File: config.mk
export PLATFORM = sky130hd
export DESIGN_NAME = sram_async_ctrl
export DESIGN_NICKNAME = d
export VERILOG_FILES = /design/src/rtl/sram_ctrl_pkg.sv /design/src/rtl/sram_ctrl_seq.sv /design/src/rtl/sram_ctrl_strobe.sv /design/src/rtl/sram_ctrl_dpath.sv /design/src/rtl/sram_async_ctrl.sv
export SDC_FILE = /design/constraint.sdc
export NUM_CORES = 1
export LEC_CHECK = 0
export BUFFER_PORTS_ARGS = -buffer_cell sky130_fd_sc_hd__buf_2
export CAP_MARGIN = 20
export CORE_MARGIN = 1
export CORE_UTILIZATION = 50
export CTS_BUF_LIST = sky130_fd_sc_hd__clkbuf_2 sky130_fd_sc_hd__clkbuf_4 sky130_fd_sc_hd__clkbuf_8
export DETAILED_ROUTE_END_ITERATION = 6
export PLACE_DENSITY_LB_ADDON = 0.25
export SYNTH_ARGS = -nofsm -noshare
export SYNTH_HDL_FRONTEND = slang
export SYNTH_SLANG_ARGS = --single-unit
export TNS_END_PERCENT = 50
File: constraint.sdc
create_clock -name clk_i -period 4.6 [get_ports clk_i]
set_input_delay 0.92 -clock clk_i [delete_from_list [all_inputs] [get_ports clk_i]]
set_output_delay 0.92 -clock clk_i [all_outputs]
set_load 0.1 [all_outputs]
File: src/rtl/sram_ctrl_pkg.sv
package sram_ctrl_pkg;

  typedef enum logic [2:0] {
    ST_IDLE,
    ST_WR_SETUP,
    ST_WR_PULSE,
    ST_WR_HOLD,
    ST_RD_ACCESS,
    ST_RD_TA,
    ST_SLEEP,
    ST_WAKE
  } ctrl_state_e;

  // ns window -> whole cycles, rounded up, never zero
  function automatic int unsigned ns_to_cyc(int unsigned ns, int unsigned period);
    int unsigned c;
    c = (ns + period - 1) / period;
    if (c == 0) c = 1;
    return c;
  endfunction

  function automatic int unsigned umax(int unsigned a, int unsigned b);
    return (a > b) ? a : b;
  endfunction

endpackage

File: src/rtl/sram_ctrl_seq.sv
module sram_ctrl_seq
  import sram_ctrl_pkg::*;
#(
  parameter int unsigned CNT_W = 4,
  parameter int unsigned WE_C  = 8,
  parameter int unsigned RD_C  = 7,
  parameter int unsigned OHZ_C = 3,
  parameter int unsigned REC_C = 7
) (
  input  logic             clk_i,
  input  logic             rst_ni,
  input  logic             req_i,
  input  logic             we_i,
  input  logic             sleep_i,
  output ctrl_state_e      state_q_o,
  output ctrl_state_e      state_d_o,
  output logic [CNT_W-1:0] cnt_d_o,
  output logic             accept_o
);

  ctrl_state_e      state_q, state_d;
  logic [CNT_W-1:0] cnt_q, cnt_d;

  always_comb begin
    state_d  = state_q;
    accept_o = 1'b0;
    unique case (state_q)
      ST_IDLE: begin
        if (sleep_i) begin
          state_d = ST_SLEEP;
        end else if (req_i) begin
          accept_o = 1'b1;
          state_d  = we_i ? ST_WR_SETUP : ST_RD_ACCESS;
        end
      end
      ST_WR_SETUP:  state_d = ST_WR_PULSE;
      ST_WR_PULSE:  if (cnt_q == CNT_W'(WE_C - 1))  state_d = ST_WR_HOLD;
      ST_WR_HOLD:   state_d = ST_IDLE;
      ST_RD_ACCESS: if (cnt_q == CNT_W'(RD_C - 1))  state_d = ST_RD_TA;
      ST_RD_TA:     if (cnt_q == CNT_W'(OHZ_C - 1)) state_d = ST_IDLE;
      ST_SLEEP:     if (!sleep_i) state_d = ST_WAKE;
      ST_WAKE:      if (cnt_q == CNT_W'(REC_C - 1)) state_d = ST_IDLE;
      default:      state_d = ST_WAKE;
    endcase
    cnt_d = (state_d != state_q) ? '0 : cnt_q + CNT_W'(1);
  end

  // reset lands in the recovery phase so the first access waits tRC
  always_ff @(posedge clk_i or negedge rst_ni) begin
    if (!rst_ni) begin
      state_q <= ST_WAKE;
      cnt_q   <= '0;
    end else begin
      state_q <= state_d;
      cnt_q   <= cnt_d;
    end
  end

  assign state_q_o = state_q;
  assign state_d_o = state_d;
  assign cnt_d_o   = cnt_d;

endmodule

File: src/rtl/sram_ctrl_strobe.sv
module sram_ctrl_strobe
  import sram_ctrl_pkg::*;
#(
  parameter int unsigned CNT_W = 4,
  parameter int unsigned WHZ_C = 4
) (
  input  logic             clk_i,
  input  logic             rst_ni,
  input  ctrl_state_e      state_q_i,
  input  ctrl_state_e      state_d_i,
  input  logic [CNT_W-1:0] cnt_d_i,
  output logic             ce_n_o,
  output logic             oe_n_o,
  output logic             we_n_o,
  output logic             dq_oe_o,
  output logic             done_o
);

  logic ce_n_d, oe_n_d, we_n_d, dq_oe_d, done_d;

  always_comb begin
    ce_n_d  = (state_d_i == ST_SLEEP) || (state_d_i == ST_WAKE);
    oe_n_d  = (state_d_i != ST_RD_ACCESS);
    we_n_d  = (state_d_i != ST_WR_PULSE);
    // drive only after the memory's release window, hold one cycle past WE rise
    dq_oe_d = ((state_d_i == ST_WR_PULSE) && (cnt_d_i >= CNT_W'(WHZ_C))) ||
              (state_d_i == ST_WR_HOLD);
    done_d  = (state_d_i == ST_WR_HOLD) ||
              ((state_d_i == ST_RD_TA) && (state_q_i == ST_RD_ACCESS));
  end

  // all strobes come straight from flops: no decode glitches at the pins
  always_ff @(posedge clk_i or negedge rst_ni) begin
    if (!rst_ni) begin
      ce_n_o  <= 1'b1;
      oe_n_o  <= 1'b1;
      we_n_o  <= 1'b1;
      dq_oe_o <= 1'b0;
      done_o  <= 1'b0;
    end else begin
      ce_n_o  <= ce_n_d;
      oe_n_o  <= oe_n_d;
      we_n_o  <= we_n_d;
      dq_oe_o <= dq_oe_d;
      done_o  <= done_d;
    end
  end

endmodule

File: src/rtl/sram_ctrl_dpath.sv
module sram_ctrl_dpath #(
  parameter int unsigned AW = 15,
  parameter int unsigned DW = 8
) (
  input  logic          clk_i,
  input  logic          rst_ni,
  input  logic          accept_i,
  input  logic          capture_i,
  input  logic [AW-1:0] addr_i,
  input  logic [DW-1:0] wdata_i,
  input  logic [DW-1:0] sram_dq_i,
  output logic [AW-1:0] sram_addr_o,
  output logic [DW-1:0] sram_dq_o,
  output logic [DW-1:0] rdata_o
);

  always_ff @(posedge clk_i or negedge rst_ni) begin
    if (!rst_ni) begin
      sram_addr_o <= '0;
      sram_dq_o   <= '0;
    end else if (accept_i) begin
      sram_addr_o <= addr_i;
      sram_dq_o   <= wdata_i;
    end
  end

  always_ff @(posedge clk_i or negedge rst_ni) begin
    if (!rst_ni)        rdata_o <= '0;
    else if (capture_i) rdata_o <= sram_dq_i;
  end

endmodule

File: src/rtl/sram_async_ctrl.sv
module sram_async_ctrl
  import sram_ctrl_pkg::*;
#(
  parameter int unsigned AW            = 15,
  parameter int unsigned DW            = 8,
  parameter int unsigned CLK_PERIOD_NS = 8,
  parameter int unsigned T_WP_NS       = 40,
  parameter int unsigned T_CW_NS       = 50,
  parameter int unsigned T_AW_NS       = 50,
  parameter int unsigned T_WC_NS       = 55,
  parameter int unsigned T_DS_NS       = 25,
  parameter int unsigned T_WHZ_NS      = 25,
  parameter int unsigned T_OHZ_NS      = 20,
  parameter int unsigned T_AA_NS       = 55,
  parameter int unsigned T_OE_NS       = 30,
  parameter int unsigned T_RC_NS       = 55
) (
  input  logic          clk_i,
  input  logic          rst_ni,
  input  logic          req_i,
  input  logic          we_i,
  input  logic [AW-1:0] addr_i,
  input  logic [DW-1:0] wdata_i,
  input  logic          sleep_i,
  output logic          ready_o,
  output logic          done_o,
  output logic [DW-1:0] rdata_o,
  output logic [AW-1:0] sram_addr_o,
  output logic          sram_ce_no,
  output logic          sram_oe_no,
  output logic          sram_we_no,
  output logic [DW-1:0] sram_dq_o,
  output logic          sram_dq_oe_o,
  input  logic [DW-1:0] sram_dq_i
);

  localparam int unsigned WHZ_C = ns_to_cyc(T_WHZ_NS, CLK_PERIOD_NS);
  localparam int unsigned DS_C  = ns_to_cyc(T_DS_NS, CLK_PERIOD_NS);
  localparam int unsigned WE_C  = umax(umax(ns_to_cyc(T_WP_NS, CLK_PERIOD_NS), WHZ_C + DS_C),
                                       umax(umax(ns_to_cyc(T_AW_NS, CLK_PERIOD_NS),
                                                 ns_to_cyc(T_CW_NS, CLK_PERIOD_NS)),
                                            ns_to_cyc(T_WC_NS, CLK_PERIOD_NS)));
  localparam int unsigned RD_C  = umax(umax(ns_to_cyc(T_AA_NS, CLK_PERIOD_NS),
                                            ns_to_cyc(T_OE_NS, CLK_PERIOD_NS)),
                                       ns_to_cyc(T_RC_NS, CLK_PERIOD_NS));
  localparam int unsigned OHZ_C = ns_to_cyc(T_OHZ_NS, CLK_PERIOD_NS);
  localparam int unsigned REC_C = ns_to_cyc(T_RC_NS, CLK_PERIOD_NS);
  localparam int unsigned CNT_MAX = umax(umax(WE_C, RD_C), umax(OHZ_C, REC_C));
  localparam int unsigned CNT_W = $clog2(CNT_MAX + 1);

  ctrl_state_e      state_q, state_d;
  logic [CNT_W-1:0] cnt_d;
  logic             accept, capture;

  sram_ctrl_seq #(
    .CNT_W (CNT_W),
    .WE_C  (WE_C),
    .RD_C  (RD_C),
    .OHZ_C (OHZ_C),
    .REC_C (REC_C)
  ) u_seq (
    .clk_i     (clk_i),
    .rst_ni    (rst_ni),
    .req_i     (req_i),
    .we_i      (we_i),
    .sleep_i   (sleep_i),
    .state_q_o (state_q),
    .state_d_o (state_d),
    .cnt_d_o   (cnt_d),
    .accept_o  (accept)
  );

  sram_ctrl_strobe #(
    .CNT_W (CNT_W),
    .WHZ_C (WHZ_C)
  ) u_strobe (
    .clk_i     (clk_i),
    .rst_ni    (rst_ni),
    .state_q_i (state_q),
    .state_d_i (state_d),
    .cnt_d_i   (cnt_d),
    .ce_n_o    (sram_ce_no),
    .oe_n_o    (sram_oe_no),
    .we_n_o    (sram_we_no),
    .dq_oe_o   (sram_dq_oe_o),
    .done_o    (done_o)
  );

  // sample on the edge that raises OE
  assign capture = (state_q == ST_RD_ACCESS) && (state_d == ST_RD_TA);

  sram_ctrl_dpath #(
    .AW (AW),
    .DW (DW)
  ) u_dpath (
    .clk_i       (clk_i),
    .rst_ni      (rst_ni),
    .accept_i    (accept),
    .capture_i   (capture),
    .addr_i      (addr_i),
    .wdata_i     (wdata_i),
    .sram_dq_i   (sram_dq_i),
    .sram_addr_o (sram_addr_o),
    .sram_dq_o   (sram_dq_o),
    .rdata_o     (rdata_o)
  );

  assign ready_o = (state_q == ST_IDLE);

endmodule

; Word level (Yosys, flattened, before mapping)
; Index checks and enable logic that the tools add are counted.
[totals]
reg_bits = 43
latch_bits = 0
mem_bits_rw = 0
mem_bits_ro = 0
in_bits = 36
output_inout_bits = 37
elab_cells = 49
mem_count = 0
[classes]
addsub = 1
mul = 0
div_mod_pow = 0
n_lt_le_gt_ge = 1
eq_ne = 18
n_shift = 0
mux = 13
n_bitwise = 0
n_reduce_logical = 6
[op_table]
columns = cell, n
row1 = $mux W3, 8
row2 = $pmux W3 S8, 1
row3 = $eq A3 B3 Y1 const B, 7
row4 = $eq A3 B2 Y1 const B, 4
row5 = $eq A4 B3 Y1 const B, 2
row6 = $add A4 B1 Y4 const B, 1
row7 = $eq A4 B2 Y1 const B, 1
row8 = $ge A4 B3 Y1 const B, 1
row9 = $mux W4, 1
row10 = $eq A3 B1 Y1 const B, 1
row11 = $logic_not A3 Y1, 1
row12 = $logic_or A1 B1 Y1, 3
row13 = $mux W1, 3
row14 = $ne A3 B2 Y1 const B, 1
row15 = $ne A3 B3 Y1, 1
row16 = $ne A3 B3 Y1 const B, 1
row17 = $logic_and A1 B1 Y1, 2

; Longest topological paths before layout
[depth]
ltp_word = 9
mapped_depth = 6

; By module
; Synthesis repeated with hierarchy kept, for this count alone.
[hier_totals]
cells_unflattened = 130
area_unflattened_um2 = 1811.7
[modules_own_cells]
columns = mod, n_inst, cells_per_inst, area_each_um2, seq_area_each_um2
row1 = sram_ctrl_dpath, 1, 65, 1152.4, 775.7
row2 = sram_ctrl_seq, 1, 49, 442.9, 178.9
row3 = sram_ctrl_strobe, 1, 13, 192.7, 128.9
row4 = sram_async_ctrl, 1, 3, 23.8, 0.0

; Worst setup path before layout
; OpenSTA, ideal clock, no wires.
[synth_path]
path_type = register -> register
start = register u_seq.state_q[1] (netlist: u_seq.state_q_o[1])
end = register u_dpath.sram_addr_o[0]
setup_ps = 126
arrival_time_ps = 2547
required_ps = 4474
slack_ps = 1927
stages_incl_launch_ff = 5
n_path_buf = 1
synth_period_minus_slack_ps = 2673
cell_sequence = dfstp_2 -> nor3_2 -> nand2_1 -> buf_2 -> mux2_2
[synth_between]
elab_chain_cells = 2
[synth_rtl]
columns = element, line_no
row1 = from (decl), sram_ctrl_seq.sv:21  ; ctrl_state_e state_q, state_d;
row2 = from (signal assigned), sram_ctrl_seq.sv:54  ; state_q <= state_d;
row3 = $logic_not A3 Y1, -
row4 = net ready_o, sram_async_ctrl.sv:25  ; output logic ready_o,
row5 = $mux W1, sram_ctrl_seq.sv:27  ; unique case (state_q)
row6 = to (signal assigned), sram_ctrl_dpath.sv:22  ; sram_addr_o <= addr_i;
row7 = to (decl), sram_ctrl_dpath.sv:12  ; output logic [AW-1:0] sram_addr_o,
; The timed path passes the listed nets, and every way through them passes these cells.
; A chain may end at the register's enable or synchronous reset.

; Worst setup path after layout
[layout_path]
start = register u_seq.state_q[1] (netlist: u_seq.state_q_o[1])
end = output ready_o
[layout_between]
elab_chain_cells = 1
[layout_rtl]
columns = element, line_no
row1 = $logic_not A3 Y1, sram_async_ctrl.sv:108  ; assign ready_o = (state_q == ST_IDLE);
row2 = to (decl), sram_async_ctrl.sv:25
; No other way between the ends.

==> results.py <==
metrics = {
    "run_status": {
        "outcome": "finished, final reports clean",
    },
    "worst_hold_path": {
        "hold_depth": 1,
        "min_from": "u_dpath.sram_addr_o[6]$_DFFE_PN0P_",
        "hold-path-endpoint": "u_dpath.sram_addr_o[6]$_DFFE_PN0P_",
        "hp-class": "flop to flop",
    },
    "clock_tree": {
        "numCtsBuffers": 5,
        "cts.clk_slew.worst_paths_ps": 80,
        "cts.root.buffer_cell": "clkbuf_8",
        "tritoncts": "built",
        "cts_max_level": 2,
        "clk_path_buf_depth": 2,
        "hold_buffers": 0,
        "cts_setup_buffers": 0,
        "clk_latency_ps": 290,
        "cts.sinks": 43,
        "cts_resized": 0,
    },
    "global_route": {
        "globalRoute.totalOverflow": 0,
        "first_global_vias": 1366,
        "grt_max_degree": 44,
        "grt_pass1_wl_um": 6250,
        "track_usage_pct": 20.0,
        "antenna_found_initial": 0,
    },
    "logic_synthesis": {
        "synth_area_um2": 1950,
        "yosysTopAreaCellShare_pct": 47.4,
        "synthArstFlopShare_pct": 100,
        "synth_cell_types": 41,
        "ys_top_cells_by_area": "dfrtp_1 (47%), mux2_2 (13%), dfstp_2 (8.1%)",
        "syn_inst": 148,
        "synth-edff-count": 0,
        "post-synth-top-area-cell": "dfrtp_1",
        "avgSynthCellArea_um2": 13.2,
        "syn-num-nets": 186,
        "synth-seq-cells": 43,
        "ys_warn_count": 0,
        "ys_seq_area_share_pct": 55.5,
        "ys.flop_type": "dfrtp_1",
    },
    "worst_setup_path": {
        "worstSetupPathType": "flop to output port",
        "rrSetupSlack_ps": 2530,
        "reg2reg_to": "u_dpath.rdata_o[3]$_DFFE_PN0P_",
        "cp-end-kind": "output port",
        "rr_worst_depth": 3,
        "crit_path_start_kind": "flop",
        "worstPathRequired_ps": 3680,
        "critPathMaxFanout": 16,
        "rr_startpoint": "u_seq.state_q_o[2]$_DFF_PN1_",
        "critPathArrivalTime_ps": 1510,
    },
    "final_layout": {
        "drive_above_1_share_pct": 55.9,
        "final_common_cell": "buf_2",
        "area_delta_synth_final_pct": 26.0,
        "antenna_cells": 0,
        "final_nets": 257,
        "mostFrequentLayoutCells": "buf_2 (72), dfrtp_1 (37), mux2_2 (23), mux2_4 (8), nand2_1 (7)",
    },
    "sta": {
        "fmax_ghz": 0.412,
        "finalClockSkew_ps": 2.69,
        "period_minus_slack_ps": 2430,
        "grt_setup_unrepaired": "no",
        "drv_slew": 0,
        "post-route-period-util_pct": 52.8,
        "setup_viol": 0,
        "worst_pin_slew_ps": 932,
        "relSlewSlack_pct": 37.7,
        "hold_viol_final": 0,
        "setup_tns_ps": 0,
    },
    "floorplan": {
        "dieArea_um2": 4160,
        "rows": 22,
        "die_height_um": 64.5,
        "start_util_pct": 52.5,
        "design.core.area_um2": 3720,
        "ios": 73,
        "die_w_um": 64.5,
    },
    "drt": {
        "vias_per_cell": 5.25,
        "drc": 0,
        "routed-via-count": 1406,
        "routed_wl_um": 3780,
        "drt_iter0_drc": 55,
        "wire_per_inst_um": 14.1,
        "antenna_left": 0,
        "dr.pass1.iters": 4,
    },
    "placement": {
        "port_buffers": 72,
        "routabilityCongestion": 0.856,
        "dp_hpwl_um": 2770,
    },
    "job": {
        "maxCapViolations": 0,
    },
}
## routing by layer
layer  global-route usage [%]  share of wire (%)  vias up
met2                     34.6                 50       46
met1                     23.4                 42      692
met5                        0                  0        -
met4                     7.22                1.2        0
li1                         -                  -      663
met3                     5.99                6.5        5
## synthesized netlist by cell type (2+ instances only)
library cell / n
ha_1: 2
inv_1: 4
mux2_2: 23
mux2_4: 8
nor2b_1: 4
and4b_1: 2
nand3_1: 3
dfstp_2: 6
nand2b_1: 4
xnor2_1: 3
o211ai_1: 2
a21oi_1: 5
clkbuf_1: 3
nand3b_1: 2
nor2_1: 2
o21ai_0: 2
nand2_1: 7
buf_6: 2
dfrtp_1: 37
nor3_1: 4
buf_2: 3
## worst max-delay path, cell delays in order (launching register included)
cell and delay (ps):
dfstp_2 460, nor3_2 280, buf_2 470
## flip-flops by register name, indices dropped and copies added (netlist names)
register and flops:
u_dpath.rdata_o 8, u_strobe.dq_oe_o 1, u_strobe.we_n_o 1, u_strobe.done_o 1
u_dpath.sram_addr_o 15, u_seq.state_q_o 3, u_dpath.sram_dq_o 8, u_strobe.oe_n_o 1
u_strobe.ce_n_o 1, u_seq.cnt_q 4
## worst max-delay path by stage
stage                                       from                                  to  slack, ps  cells after the start
global placement                           req_i    u_dpath.sram_dq_o[1]$_DFFE_PN0P_       2270                      4
CTS                 u_seq.state_q_o[1]$_DFF_PN1_                             ready_o       2170                      2
global route        u_seq.state_q_o[1]$_DFF_PN1_                             ready_o       2110                      2
floorplan           u_seq.state_q_o[1]$_DFF_PN1_  u_dpath.sram_addr_o[0]$_DFFE_PN0P_       1930                      4
detailed placement                       sleep_i  u_dpath.sram_addr_o[1]$_DFFE_PN0P_       2190                      4
finish              u_seq.state_q_o[1]$_DFF_PN1_                             ready_o       2170                      2
## kinds of logic after synthesis
kind of cell	after synthesis	share of synthesized area, %
compound gates	20	7.18
xor+xnor	4	1.80
fa+ha+maj	2	1.28
buf+inv	13	3.46
flops	43	55.5
mux	31	19.4
simple gates	35	11.3
## stage by stage
step | util, % | hold slack, ps | setup slack [ps] | instance area [µm²] | instances
floorplan | - | 485 | 1930 | 1950 | 148
global placement | 62.5 | 482 | 2270 | 2320 | 260
detailed placement | 62.5 | 488 | 2190 | 2320 | 260
CTS | 66.2 | 506 | 2170 | 2460 | 268
global route | 66.2 | 515 | 2110 | 2460 | 268
finish | 66.2 | 501 | 2170 | 2460 | 268
## final cells by class
class,instances,area [µm²]
Tap cell,48,60.1
Clock buffer,6,76.3
Timing Repair Buffer,72,360
Multi-Input combinational cell,92,801
Inverter,5,18.8
Fill cell,289,1260
Sequential cell,43,1080
Clock inverter,2,60.1
Power is not shown: default switching activity piles up to over one toggle a cycle in this logic, so the estimate is an artifact.
